File: config.mk
export PLATFORM = sky130hd
export DESIGN_NAME = tmds_rx_demux
export DESIGN_NICKNAME = d
export VERILOG_FILES = /design/src/rtl/tmds_rx_pkg.sv /design/src/rtl/tmds_lane_decode.sv /design/src/rtl/tmds_link_fsm.sv /design/src/rtl/tmds_out_regs.sv /design/src/rtl/tmds_rx_demux.sv
export SDC_FILE = /design/constraint.sdc
export NUM_CORES = 1
export LEC_CHECK = 0
export BUFFER_PORTS_ARGS = -buffer_cell sky130_fd_sc_hd__buf_2
export CAP_MARGIN = 0
export CELL_PAD_IN_SITES_DETAIL_PLACEMENT = 0
export CELL_PAD_IN_SITES_GLOBAL_PLACEMENT = 1
export CORE_MARGIN = 2
export CORE_UTILIZATION = 40
export DETAILED_ROUTE_END_ITERATION = 10
export PLACE_DENSITY = 0.91
export SLEW_MARGIN = 20
export SYNTH_ARGS = -nofsm -noshare
export SYNTH_HDL_FRONTEND = slang
export SYNTH_SLANG_ARGS = --single-unit
File: constraint.sdc
create_clock -name clk -period 3.3 [get_ports clk]
set_clock_uncertainty 0.1 [all_clocks]
set_input_delay 0.825 -clock clk [delete_from_list [all_inputs] [get_ports clk]]
set_output_delay 0.825 -clock clk [all_outputs]
set_load 0.1 [all_outputs]
File: src/rtl/tmds_rx_pkg.sv
package tmds_rx_pkg;

    // Width of one colour component and of the line character carrying it.
    localparam int COMP_W    = 8;
    localparam int CHAR_W    = COMP_W + 2;
    localparam int NUM_LANES = 3;
    localparam int PIX_W     = NUM_LANES * COMP_W;

    // Bit positions inside a data character.
    localparam int INV_BIT   = COMP_W + 1;   // body was inverted by the sender
    localparam int XOR_BIT   = COMP_W;       // 1: XOR chaining, 0: XNOR chaining

    // The four control characters, indexed by the pair they carry.
    localparam logic [CHAR_W-1:0] CTRL_PAIR_00 = 10'b1101010100;
    localparam logic [CHAR_W-1:0] CTRL_PAIR_01 = 10'b0010101011;
    localparam logic [CHAR_W-1:0] CTRL_PAIR_10 = 10'b0101010100;
    localparam logic [CHAR_W-1:0] CTRL_PAIR_11 = 10'b1010101011;

    // Link state: follows the class of the previous lead-lane character.
    typedef enum logic [1:0] {
        LINK_IDLE   = 2'd0,
        LINK_BLANK  = 2'd1,
        LINK_ACTIVE = 2'd2
    } link_state_e;

    // Number of control lines each lane feeds: lane 1 feeds a single line.
    function automatic int lane_ctrl_bits(input int lane);
        return (lane == 1) ? 1 : 2;
    endfunction

    // Position of a lane's first control line in the flat control vector.
    function automatic int lane_ctrl_offset(input int lane);
        int acc;
        acc = 0;
        for (int i = 0; i < lane; i++) begin
            acc += lane_ctrl_bits(i);
        end
        return acc;
    endfunction

    localparam int CTRL_TOTAL = lane_ctrl_offset(NUM_LANES);

    // Flat control vector layout.
    localparam int CTRL_HSYNC = 0;
    localparam int CTRL_VSYNC = 1;
    localparam int CTRL_CTL1  = 2;
    localparam int CTRL_CTL2  = 3;
    localparam int CTRL_CTL3  = 4;

endpackage

File: src/rtl/tmds_lane_decode.sv
module tmds_lane_decode
    import tmds_rx_pkg::*;
#(
    parameter int CTRL_BITS = 2
) (
    input  logic [CHAR_W-1:0]    char_i,
    output logic                 is_ctrl_o,
    output logic [CTRL_BITS-1:0] ctrl_o,
    output logic [COMP_W-1:0]    comp_o
);

    logic [1:0]        pair_w;
    logic [COMP_W-1:0] body_w;
    logic [COMP_W-1:0] comp_w;

    // Control character classification.
    always_comb begin
        is_ctrl_o = 1'b1;
        pair_w    = 2'b00;
        unique case (char_i)
            CTRL_PAIR_00: pair_w = 2'b00;
            CTRL_PAIR_01: pair_w = 2'b01;
            CTRL_PAIR_10: pair_w = 2'b10;
            CTRL_PAIR_11: pair_w = 2'b11;
            default: begin
                is_ctrl_o = 1'b0;
                pair_w    = 2'b00;
            end
        endcase
    end

    // Lanes feeding fewer lines keep the low pair bits.
    assign ctrl_o = CTRL_BITS'(pair_w);

    // Data character: undo the optional inversion, then undo the chaining.
    always_comb begin
        body_w    = char_i[INV_BIT] ? ~char_i[COMP_W-1:0] : char_i[COMP_W-1:0];
        comp_w    = '0;
        comp_w[0] = body_w[0];
        for (int k = 1; k < COMP_W; k++) begin
            if (char_i[XOR_BIT]) begin
                comp_w[k] = body_w[k] ^ body_w[k-1];
            end else begin
                comp_w[k] = ~(body_w[k] ^ body_w[k-1]);
            end
        end
    end

    assign comp_o = comp_w;

endmodule

File: src/rtl/tmds_link_fsm.sv
module tmds_link_fsm
    import tmds_rx_pkg::*;
(
    input  logic        clk,
    input  logic        rst,
    input  logic        lead_is_ctrl_i,
    output link_state_e state_o,
    output logic        load_pix_o,
    output logic        load_ctrl_o
);

    link_state_e state_q;
    link_state_e state_d;

    // State register.
    always_ff @(posedge clk) begin
        if (rst) begin
            state_q <= LINK_IDLE;
        end else begin
            state_q <= state_d;
        end
    end

    // Transitions: to_blank on a lead control character, to_active otherwise.
    always_comb begin
        state_d = LINK_IDLE;
        unique case (state_q)
            LINK_IDLE:   state_d = lead_is_ctrl_i ? LINK_BLANK : LINK_ACTIVE;
            LINK_BLANK:  state_d = lead_is_ctrl_i ? LINK_BLANK : LINK_ACTIVE;
            LINK_ACTIVE: state_d = lead_is_ctrl_i ? LINK_BLANK : LINK_ACTIVE;
            default:     state_d = LINK_IDLE;
        endcase
    end

    // Outputs: which register bank the coming edge loads.
    always_comb begin
        load_pix_o  = 1'b0;
        load_ctrl_o = 1'b0;
        if (!rst) begin
            unique case (state_d)
                LINK_ACTIVE: load_pix_o  = 1'b1;
                LINK_BLANK:  load_ctrl_o = 1'b1;
                default: begin
                    load_pix_o  = 1'b0;
                    load_ctrl_o = 1'b0;
                end
            endcase
        end
    end

    assign state_o = state_q;

endmodule

File: src/rtl/tmds_out_regs.sv
module tmds_out_regs
    import tmds_rx_pkg::*;
#(
    parameter int P_W = PIX_W,
    parameter int C_W = CTRL_TOTAL
) (
    input  logic           clk,
    input  logic           rst,
    input  logic           load_pix_i,
    input  logic [P_W-1:0] pix_d_i,
    input  logic [C_W-1:0] ctrl_en_i,
    input  logic [C_W-1:0] ctrl_d_i,
    output logic [P_W-1:0] pix_q_o,
    output logic [C_W-1:0] ctrl_q_o
);

    logic [P_W-1:0] pix_q;
    logic [C_W-1:0] ctrl_q;

    always_ff @(posedge clk) begin
        if (rst) begin
            pix_q <= '0;
        end else if (load_pix_i) begin
            pix_q <= pix_d_i;
        end
    end

    // Each control line has its own enable, so lanes update independently.
    always_ff @(posedge clk) begin
        if (rst) begin
            ctrl_q <= '0;
        end else begin
            ctrl_q <= (ctrl_q & ~ctrl_en_i) | (ctrl_d_i & ctrl_en_i);
        end
    end

    assign pix_q_o  = pix_q;
    assign ctrl_q_o = ctrl_q;

endmodule

File: src/rtl/tmds_rx_demux.sv
module tmds_rx_demux
    import tmds_rx_pkg::*;
(
    input  logic              clk,
    input  logic              rst,
    input  logic [CHAR_W-1:0] lane0_char_i,
    input  logic [CHAR_W-1:0] lane1_char_i,
    input  logic [CHAR_W-1:0] lane2_char_i,
    output logic [PIX_W-1:0]  pixel_o,
    output logic              de_o,
    output logic              hsync_o,
    output logic              vsync_o,
    output logic              ctl1_o,
    output logic              ctl2_o,
    output logic              ctl3_o
);

    logic [CHAR_W-1:0]     lane_char [NUM_LANES];
    logic [NUM_LANES-1:0]  lane_is_ctrl;
    logic [PIX_W-1:0]      pix_d;
    logic [CTRL_TOTAL-1:0] ctrl_d;
    logic [CTRL_TOTAL-1:0] ctrl_en;
    logic [CTRL_TOTAL-1:0] ctrl_q;
    logic                  load_pix;
    logic                  load_ctrl;
    link_state_e           link_state;

    assign lane_char[0] = lane0_char_i;
    assign lane_char[1] = lane1_char_i;
    assign lane_char[2] = lane2_char_i;

    // One decoder per lane; lane index picks its control width and slot.
    for (genvar g = 0; g < NUM_LANES; g++) begin : g_lane
        localparam int NB  = lane_ctrl_bits(g);
        localparam int OFF = lane_ctrl_offset(g);

        logic [NB-1:0] ctrl_w;

        tmds_lane_decode #(
            .CTRL_BITS (NB)
        ) i_dec (
            .char_i    (lane_char[g]),
            .is_ctrl_o (lane_is_ctrl[g]),
            .ctrl_o    (ctrl_w),
            .comp_o    (pix_d[g*COMP_W +: COMP_W])
        );

        assign ctrl_d[OFF +: NB]  = ctrl_w;
        assign ctrl_en[OFF +: NB] = {NB{load_ctrl & lane_is_ctrl[g]}};
    end

    tmds_link_fsm i_fsm (
        .clk            (clk),
        .rst            (rst),
        .lead_is_ctrl_i (lane_is_ctrl[0]),
        .state_o        (link_state),
        .load_pix_o     (load_pix),
        .load_ctrl_o    (load_ctrl)
    );

    tmds_out_regs #(
        .P_W (PIX_W),
        .C_W (CTRL_TOTAL)
    ) i_regs (
        .clk        (clk),
        .rst        (rst),
        .load_pix_i (load_pix),
        .pix_d_i    (pix_d),
        .ctrl_en_i  (ctrl_en),
        .ctrl_d_i   (ctrl_d),
        .pix_q_o    (pixel_o),
        .ctrl_q_o   (ctrl_q)
    );

    assign de_o    = (link_state == LINK_ACTIVE);
    assign hsync_o = ctrl_q[CTRL_HSYNC];
    assign vsync_o = ctrl_q[CTRL_VSYNC];
    assign ctl1_o  = ctrl_q[CTRL_CTL1];
    assign ctl2_o  = ctrl_q[CTRL_CTL2];
    assign ctl3_o  = ctrl_q[CTRL_CTL3];

endmodule

# After elaboration in Yosys (flattened, before gate mapping)
# Cells that the tools add are included.
# Widths: inputs -> output; s select.
[totals]
register_bits = 31
output_inout_bits = 30
wordCells = 112
inputBits = 32
[op_classes]
n_bitwise = 52
n_reduce_logical = 5
n_eq_ne = 16
n_mux = 36
[ops]
columns = ["op", "count"]
rows = [
  ["$eq 10x10->1 const B", 6],
  ["$eq 10x8->1 const B", 3],
  ["$eq 10x9->1 const B", 3],
  ["$mux 1", 28],
  ["$mux 8", 3],
  ["$not 8->8", 3],
  ["$not 1->1", 21],
  ["$xor 1x1->1", 21],
  ["$pmux 2 s3", 2],
  ["$reduce_or 4->1", 3],
  ["$and 5x5->5", 2],
  ["$not 5->5", 1],
  ["$or 5x5->5", 1],
  ["$eq 2x1->1 const B", 2],
  ["$eq 2x2->1 const B", 2],
  ["$mux 2", 2],
  ["$and 1x1->1", 3],
  ["$pmux 1 s3", 1],
  ["$reduce_or 3->1", 1],
  ["$logic_not 2->1", 1],
]

# Depth between registers and ports, before layout
# Gate-level depths: netlist of run 1.
[depth]
ltp_word = 12
mapped_depth = 7
ltp_nobuf = 6

# By module
# Synthesis of run 1 repeated with hierarchy kept, for this count alone.
[unflattened]
hier_cells = 194
area_unflattened_um2 = 1876.8
[modules_own_cells]
columns = ["mod", "seq_area_each_um2", "instances", "cells_each", "area_each_um2"]
rows = [
  ["tmds_out_regs", 580.6, 1, 93, 1044.8],
  ["tmds_lane_decode (g_lane[0].i_dec)", 0.0, 1, 35, 279.0],
  ["tmds_lane_decode (g_lane[2].i_dec)", 0.0, 1, 35, 276.5],
  ["tmds_lane_decode (g_lane[1].i_dec)", 0.0, 1, 20, 175.2],
  ["tmds_link_fsm", 40.0, 1, 7, 76.3],
  ["tmds_rx_demux", 0.0, 1, 4, 25.0],
]

# Worst setup path before layout of run 1
# OpenSTA, ideal clock, no wires.
[synth_path]
kind = "register to output"
startpoint = "register i_fsm.state_q[1] (netlist: i_fsm.state_o[1])"
endpoint = "output port de_o"
path_slack_ns = 0.694
path_buffers = 0
t_required_ns = 2.375
stages_incl_launch_ff = 2
arrival_ns = 1.681
path_cell_list = "dfxtp_1 nor2b_1"
[synth_between]
elab_chain_cells = 1
[synth_rtl]
columns = ["element", "line_no", "source"]
rows = [
  ["start, declared", "tmds_link_fsm.sv:12", "link_state_e state_q;"],
  ["start signal, assigned", "tmds_link_fsm.sv:20", "state_q <= state_d;"],
  ["$eq 2x2->1", "tmds_rx_demux.sv:75", "assign de_o = (link_state == LINK_ACTIVE);"],
  ["end, declared", "tmds_rx_demux.sv:10", "output logic de_o,"],
]
# No other way between the ends.

==> results of run 1 <==
[cell usage in the layout, fill, tap and decap left out, types with 2 or more instances in the layout]
| master | Yosys | final |
|---|---|---|
| nand2b_1 | 26 | 26 |
| nand2_1 | 2 | 2 |
| mux2i_1 | 24 | 24 |
| ha_1 | 6 | 6 |
| dfxtp_1 | 31 | 31 |
| and3b_1 | 2 | 2 |
| xor2_1 | 3 | 3 |
| buf_2 | 0 | 61 |
| o21ai_0 | 3 | 3 |
| clkbuf_1 | 5 | 2 |
| inv_1 | 10 | 10 |
| nand4b_1 | 3 | 3 |
| a21oi_1 | 2 | 2 |
| clkbuf_8 | 0 | 5 |
| o32ai_1 | 3 | 3 |
| nor4bb_1 | 4 | 4 |
| xnor2_1 | 32 | 32 |
| buf_4 | 0 | 2 |
| nor2b_1 | 3 | 3 |
| a211oi_1 | 2 | 2 |
[cells in the mapped netlist]
cell type,count
nand3_1,1
nand4b_1,3
a21o_1,1
nand4_1,1
nor3_1,1
nor3b_1,1
nor3_4,1
inv_1,10
clkbuf_1,5
xnor2_1,32
o22ai_1,1
o21ai_0,3
nand2b_1,26
buf_6,1
a221oi_1,1
or4_1,1
nand2_1,2
ha_1,6
nor2_1,1
and3b_1,2
a21oi_1,2
xor2_1,3
buf_8,2
and4b_1,1
mux2i_1,24
nor4bb_1,4
nor2b_1,3
a211o_1,1
o32ai_1,3
nor4_1,1
and3_4,1
mux2_2,1
o41ai_1,1
a211oi_1,2
dfxtp_1,31
[worst max-delay path by stage]
stage	start	to	slack, ns	depth (start not counted)
after floorplan	i_fsm.state_o[1]$_SDFF_PP0_	de_o	0.69	1
after global placement	lane0_char_i[4]	flip-flop	0.82	7
after detailed placement	lane0_char_i[4]	flip-flop	0.78	7
after CTS	lane0_char_i[4]	flip-flop	1.08	7
after global routing	lane0_char_i[4]	flip-flop	0.82	7
final	lane0_char_i[4]	flip-flop	1.06	7
[logic make-up after synthesis]
group                    after synthesis  synth area share (%)
AND/OR/NAND/NOR                       50                 19.43
XOR/XNOR                              35                 16.94
adder cells (fa/ha/maj)                6                 4.149
multiplexers                          25                 13.90
flip-flops                            31                 34.30
AO/OA/AOI/OAI                         15                 5.879
buffers and inverters                 18                 5.395
[area by class of cell]
class                   count  area [um2]
flip-flops and latches     31       620.6
clock inverters             1       5.005
clock buffers               7       76.32
well taps                  52       65.06
inverters                  10       37.54
repair buffers             63       320.3
multi-input cells         131        1091
fillers                   437        2138
[power groups by stage]
stage	Sequential, mW	Clock [mW]	Combinational (mW)
floorplan	0.766	0	0.133
global placement	0.448	0	0.537
detailed placement	0.449	0	0.540
CTS	0.441	0.300	0.541
global route	0.445	0.314	0.561
finish	0.440	0.287	0.536
[through the flow]
| step | hold WS [ns] | utilization (%) | cell area [um2] | power [mW] |
|---|---|---|---|---|
| finish | 0.3696 | 50.89 | 2216 | 1.264 |
| global placement | 0.3568 | 49.02 | 2135 | 0.9848 |
| CTS | 0.3719 | 50.89 | 2216 | 1.282 |
| global route | 0.3873 | 50.89 | 2216 | 1.320 |
| floorplan | 0.5156 | - | 1809 | 0.8989 |
| detailed placement | 0.3576 | 49.02 | 2135 | 0.9882 |
[routing by layer]
metal	wire, um	vias up	global-route usage, %
li1	-	736	-
met1	1659	651	18.96
met2	1671	45	23.05
met3	258	4	4.782
met4	43	0	6.289
met5	0	-	0
[worst max-delay path, cell delays in order]
cell,delay [ns]
buf_2,0.11
inv_1,0.08
ha_1,0.14
nand2_1,0.07
nor4_1,0.50
o21ai_0,0.30
o32ai_1,0.32
==> impl_metrics.toml, run 1 <==
[run_status]
outcome = "finished, final reports clean"

[yosys]
synthesized_netlist_cell_count = 180
synth.lib_cells_used.distinct = 35
top_cell_type_s_share_of_synthesized_area_pct = 34.30
synthesis.nets = 218
yosys-top-cells-area = "dfxtp_1 (34%), xnor2_1 (15%), mux2i_1 (13%), nand2b_1 (9.0%), ha_1 (4.1%)"
synthesized_area_per_cell_um2 = 10.05
yosysWarningCount = 0
cell_area_after_synthesis_um2 = 1809
number_of_storage_elements_in_the_synthesis_netlist = 31
synth-seq-area-share_pct = 34.30
yosys.area.top_type = "dfxtp_1"

[timing]
layout_min_cycle_time_ns = 2.240
slew_limit_fails = 0
worstMarginPinSlew_ns = 0.5760
setup-violations-final = 0
final_hold_viols = 0
timing.setup.tns_ns = 0
remaining_max_slew_budget_at_the_tightest_pin_pct = 61.25
final.setup.worst_slack_ns = 1.060
grt_setup_unrepaired = "no"
timing.final.crit_share_pct = 67.89
maximum_clock_frequency_mhz = 446.4

[placed_design]
post-dp-hpwl_um = 2753
dp.cells = 287
place_congestion = 0.7711
dp_worst_setup_slack_ns = 0.7806
port_buffers = 61

[power]
powerDensity_nw_per_um2 = 570.4
p_int_mw = 0.6856
power_frac_comb_pct = 42.4
swShare_pct = 45.75
total_leakage_power_nw = 1.027
vdd_drop_max_mv = 0.3316
sequentialPowerShare_pct = 34.9
power_frac_clock_pct = 22.7
p_switching_mw = 0.5783

[die]
dieArea_um2 = 5077
row_count = 24
coreArea_um2 = 4354
design.portCount = 62
initial_utilization_pct = 41.55
die-width_um = 71.26
die_height_um = 71.26

[min_path]
hold_path.class = "flip-flop to flip-flop"
holdCritStartpoint = "i_regs.pix_q_o[13]$_SDFFE_PP0P_"
min_delay_worst_endpoint = "i_regs.pix_q_o[13]$_SDFFE_PP0P_"
timing.hold.worst_path_depth = 2

[global_route]
grt.overflow.total = 0
grt_pass1_vias = 1347
grtUsageTotal_pct = 14.82
largest_net_degree_at_the_start_of_global_routing = 33
grt_antenna_before_repair = 0
grt_pass1_wl_um = 5906

[drt]
drt_first_pass_iters = 4
drt_first_iter_violations = 36
totalWireLength_um = 3632
drt-wirelength-per-cell_um = 12.31
route.vias.total = 1436
drc = 0
via_per_instance_ratio = 4.868
postRouteAntennaNets = 0

[cts]
cts.root.buffer_cell = "clkbuf_8"
cts_max_level = 2
holdBufCountCts = 0
cts.repair_timing.setup_buffer_count = 0
cts.sink_count = 31
clk_buf_depth = 2
cts_inserted_buffers = 5
cts.clk_slew.worst_paths_ns = 0.07
cts_tree = "built"
postCtsResizedCells = 0
insertion_delay_ns = 0.28

[worst_setup_path]
rr_worst_depth = 4
critical_path.reg2reg.startpoint = "i_fsm.state_o[0]$_SDFF_PP0_"
kind_of_critical_path = "input port to flip-flop"
cp_max_fo = 4
worstSetupEndpointType = "flip-flop"
r2r-end = "i_regs.pix_q_o[22]$_SDFFE_PP0P_"
reg2reg_slack_ns = 1.84
required_ns = 3.39
setup.worst_path.start_class = "input port"
critical_path_arrival_ns = 2.33

[finish]
layout-drive-gt1-share_pct = 29.63
layoutNonFillerInstCount = 295
antenna_cells = 0
number_of_nets_in_the_layout = 280
area_delta_synth_final_pct = 22.48

[job]
cap_viol_max_count = 0
Note: power is estimated with default switching activity, not from simulation.
==> run 2, diff against run 1 <==
--- a/config.mk
+++ b/config.mk
@@ -10,9 +10,9 @@
 export CELL_PAD_IN_SITES_DETAIL_PLACEMENT = 0
 export CELL_PAD_IN_SITES_GLOBAL_PLACEMENT = 1
 export CORE_MARGIN = 2
-export CORE_UTILIZATION = 40
+export CORE_UTILIZATION = 37
 export DETAILED_ROUTE_END_ITERATION = 10
-export PLACE_DENSITY = 0.91
+export PLACE_DENSITY = 0.86
 export SLEW_MARGIN = 20
 export SYNTH_ARGS = -nofsm -noshare
 export SYNTH_HDL_FRONTEND = slang
==> constraint.sdc (replaced) <==
create_clock -name clk -period 2.12 [get_ports clk]
set_clock_uncertainty 0.1 [all_clocks]
set_input_delay 0.53 -clock clk [delete_from_list [all_inputs] [get_ports clk]]
set_output_delay 0.53 -clock clk [all_outputs]
set_load 0.1 [all_outputs]
==> run 2 against run 1 <==
Effect of this change:
- flip-flop and latch count unchanged
- die area increased by 7.6%
- worst hold slack got worse by 0.00088 ns
- register-to-register slack got worse by 1.1 ns
- utilization decreased by 1.6 points
- via count increased by 0.97%
- sequential share of layout area decreased by 1.4 points
- routed wire length increased by 4.7%
- worst setup slack got worse by 0.79 ns
- global-route usage increased by 0.61 points
- sequential power increased by 56%
- critical path type unchanged
- largest power group unchanged
==> impl_metrics.toml, run 2 (synthesized netlist as in run 1, its figures left out) <==
[worst_setup_path]
crit_chain = "buf_2 > inv_1 > ha_1 > nand2_1 > or4_1 > a221oi_1 > o32ai_1"
slowest_stage = "or4_1"
critical_path_arrival_ns = 1.92
rr_worst_depth = 4
setup.worst_path.start_class = "input port"
worstSetupEndpointType = "flip-flop"
critical_path.reg2reg.startpoint = "i_fsm.state_o[0]$_SDFF_PP0_"
cp_max_fo = 5
slowest_stage_delay_on_critical_path_ns = 0.57
kind_of_critical_path = "input port to flip-flop"
reg2reg_slack_ns = 0.70
required_ns = 2.18
r2r-end = "i_regs.pix_q_o[20]$_SDFFE_PP0P_"

[cts]
postCtsResizedCells = 0
clk_buf_depth = 2
cts_inserted_buffers = 5
holdBufCountCts = 0
cts.root.buffer_cell = "clkbuf_8"
insertion_delay_ns = 0.27
cts.repair_timing.setup_buffer_count = 0
cts_tree = "built"
cts.sink_count = 31
cts.clk_slew.worst_paths_ns = 0.06
cts_max_level = 2

[die]
initial_utilization_pct = 38.30
die-width_um = 73.93
die_height_um = 73.93
design.portCount = 62
dieArea_um2 = 5465
coreArea_um2 = 4723
row_count = 25

[global_route]
gr-usage-met1_pct = 18.88
grt_pass1_vias = 1415
largest_net_degree_at_the_start_of_global_routing = 21
grt.met3_usage_pct = 6.173
gr-max-usage-layer = "met2"
grtUsageTotal_pct = 15.43
global_route.usage.met2_pct = 24.11
grt.overflow.total = 0
grt_antenna_before_repair = 0
grt_pass1_wl_um = 6313

[min_path]
holdCritStartpoint = "i_regs.pix_q_o[10]$_SDFFE_PP0P_"
min_delay_worst_endpoint = "i_regs.pix_q_o[10]$_SDFFE_PP0P_"
timing.hold.worst_path_depth = 2
hold_path.class = "flip-flop to flip-flop"

[finish]
multi_input_area_um2 = 1094
n_fill_cell = 474
layout-drive-gt1-share_pct = 32.80
area_delta_synth_final_pct = 28.70
ff_latch_area_um2 = 620.6
antenna_cells = 0
final_core_utilization_pct = 49.30
final_cell_mix = "buf_2 (61), xnor2_1 (32), dfxtp_1 (31)"
layout.cell_area.non_filler_um2 = 2328
layout.cells.most_common = "buf_2"
number_of_nets_in_the_layout = 288

[placed_design]
postPlaceCellArea_um2 = 2241
post-dp-hpwl_um = 2911
dp_worst_setup_slack_ns = -0.01265
port_buffers = 61
place_congestion = 0.7258

[drt]
drt_first_iter_violations = 32
route.vias.total = 1450
drc = 0
drt_first_pass_iters = 2
totalWireLength_um = 3804
drt-wirelength-per-cell_um = 12.00
via_per_instance_ratio = 4.574
postRouteAntennaNets = 0

[timing]
final.setup.worst_slack_ns = 0.2653
fin_hold_ws_ns = 0.3687
remaining_max_slew_budget_at_the_tightest_pin_pct = 66.90
slew_limit_fails = 0
setup-violations-final = 0
timing.final.crit_share_pct = 87.49
layout_min_cycle_time_ns = 1.855
grt_setup_unrepaired = "no"
maximum_clock_frequency_mhz = 539.2
worstMarginPinSlew_ns = 0.5000
final_hold_viols = 0

[job]
cap_viol_max_count = 0

[power]
p_int_mw = 1.104
vdd_drop_max_mv = 0.5010
swShare_pct = 44.81
sequentialPowerShare_pct = 34.2
total_leakage_power_nw = 1.080
power_frac_clock_pct = 23.3
power_mw = 2.000
p_switching_mw = 0.8964
power_frac_comb_pct = 42.5
powerDensity_nw_per_um2 = 859.0

[run_status]
outcome = "finished, final reports clean"
-- run 2: power by group through the flow --
stage / Clock, mW / Combinational, mW / Sequential (mW)
2_1_floorplan: 0 / 0.207 / 1.19
3_3_place_gp: 0 / 0.850 / 0.697
3_5_place_dp: 0 / 0.854 / 0.698
4_1_cts: 0.489 / 0.857 / 0.686
5_1_grt: 0.516 / 0.894 / 0.692
6_report: 0.466 / 0.850 / 0.685
-- run 2: worst max path at each step --
stage	from	to	slack, ns
after global placement	lane0_char_i[4]	flip-flop	0.03
after global routing	lane0_char_i[4]	flip-flop	0.18
after detailed placement	lane0_char_i[4]	flip-flop	-0.01
after floorplan	lane0_char_i[5]	i_regs.pix_q_o[10]$_SDFFE_PP0P_	0.10
final	lane0_char_i[4]	flip-flop	0.27
after CTS	lane0_char_i[4]	flip-flop	0.28
-- run 2: area by class of cell --
class,instances,area share [%]
Inverter,10,1.612
Multi-Input combinational cell,131,46.96
Sequential cell,31,26.65
Clock inverter,1,0.2149
Timing Repair Buffer,71,17.41
Clock buffer,6,3.546
Tap cell,67,3.600
-- run 2: through the flow --
stage	setup TNS, ns	std cells
5_1_grt	0	317
2_1_floorplan	0	180
3_5_place_dp	-0.01265	310
6_report	0	317
3_3_place_gp	0	310
4_1_cts	0	317
-- run 2: per-layer routing --
metal | wire, um | vias up
li1 | - | 756
met1 | 1783 | 644
met2 | 1667 | 44
met3 | 285 | 6
met4 | 68 | 0
met5 | 0 | -
-- run 2: critical path: cells and delay by family --
family / cells / cell delay, ns
AO/OA/AOI/OAI: 2 / 0.44
adder cells (fa/ha/maj): 1 / 0.14
AND/OR/NAND/NOR: 2 / 0.62
buffers and inverters: 2 / 0.18
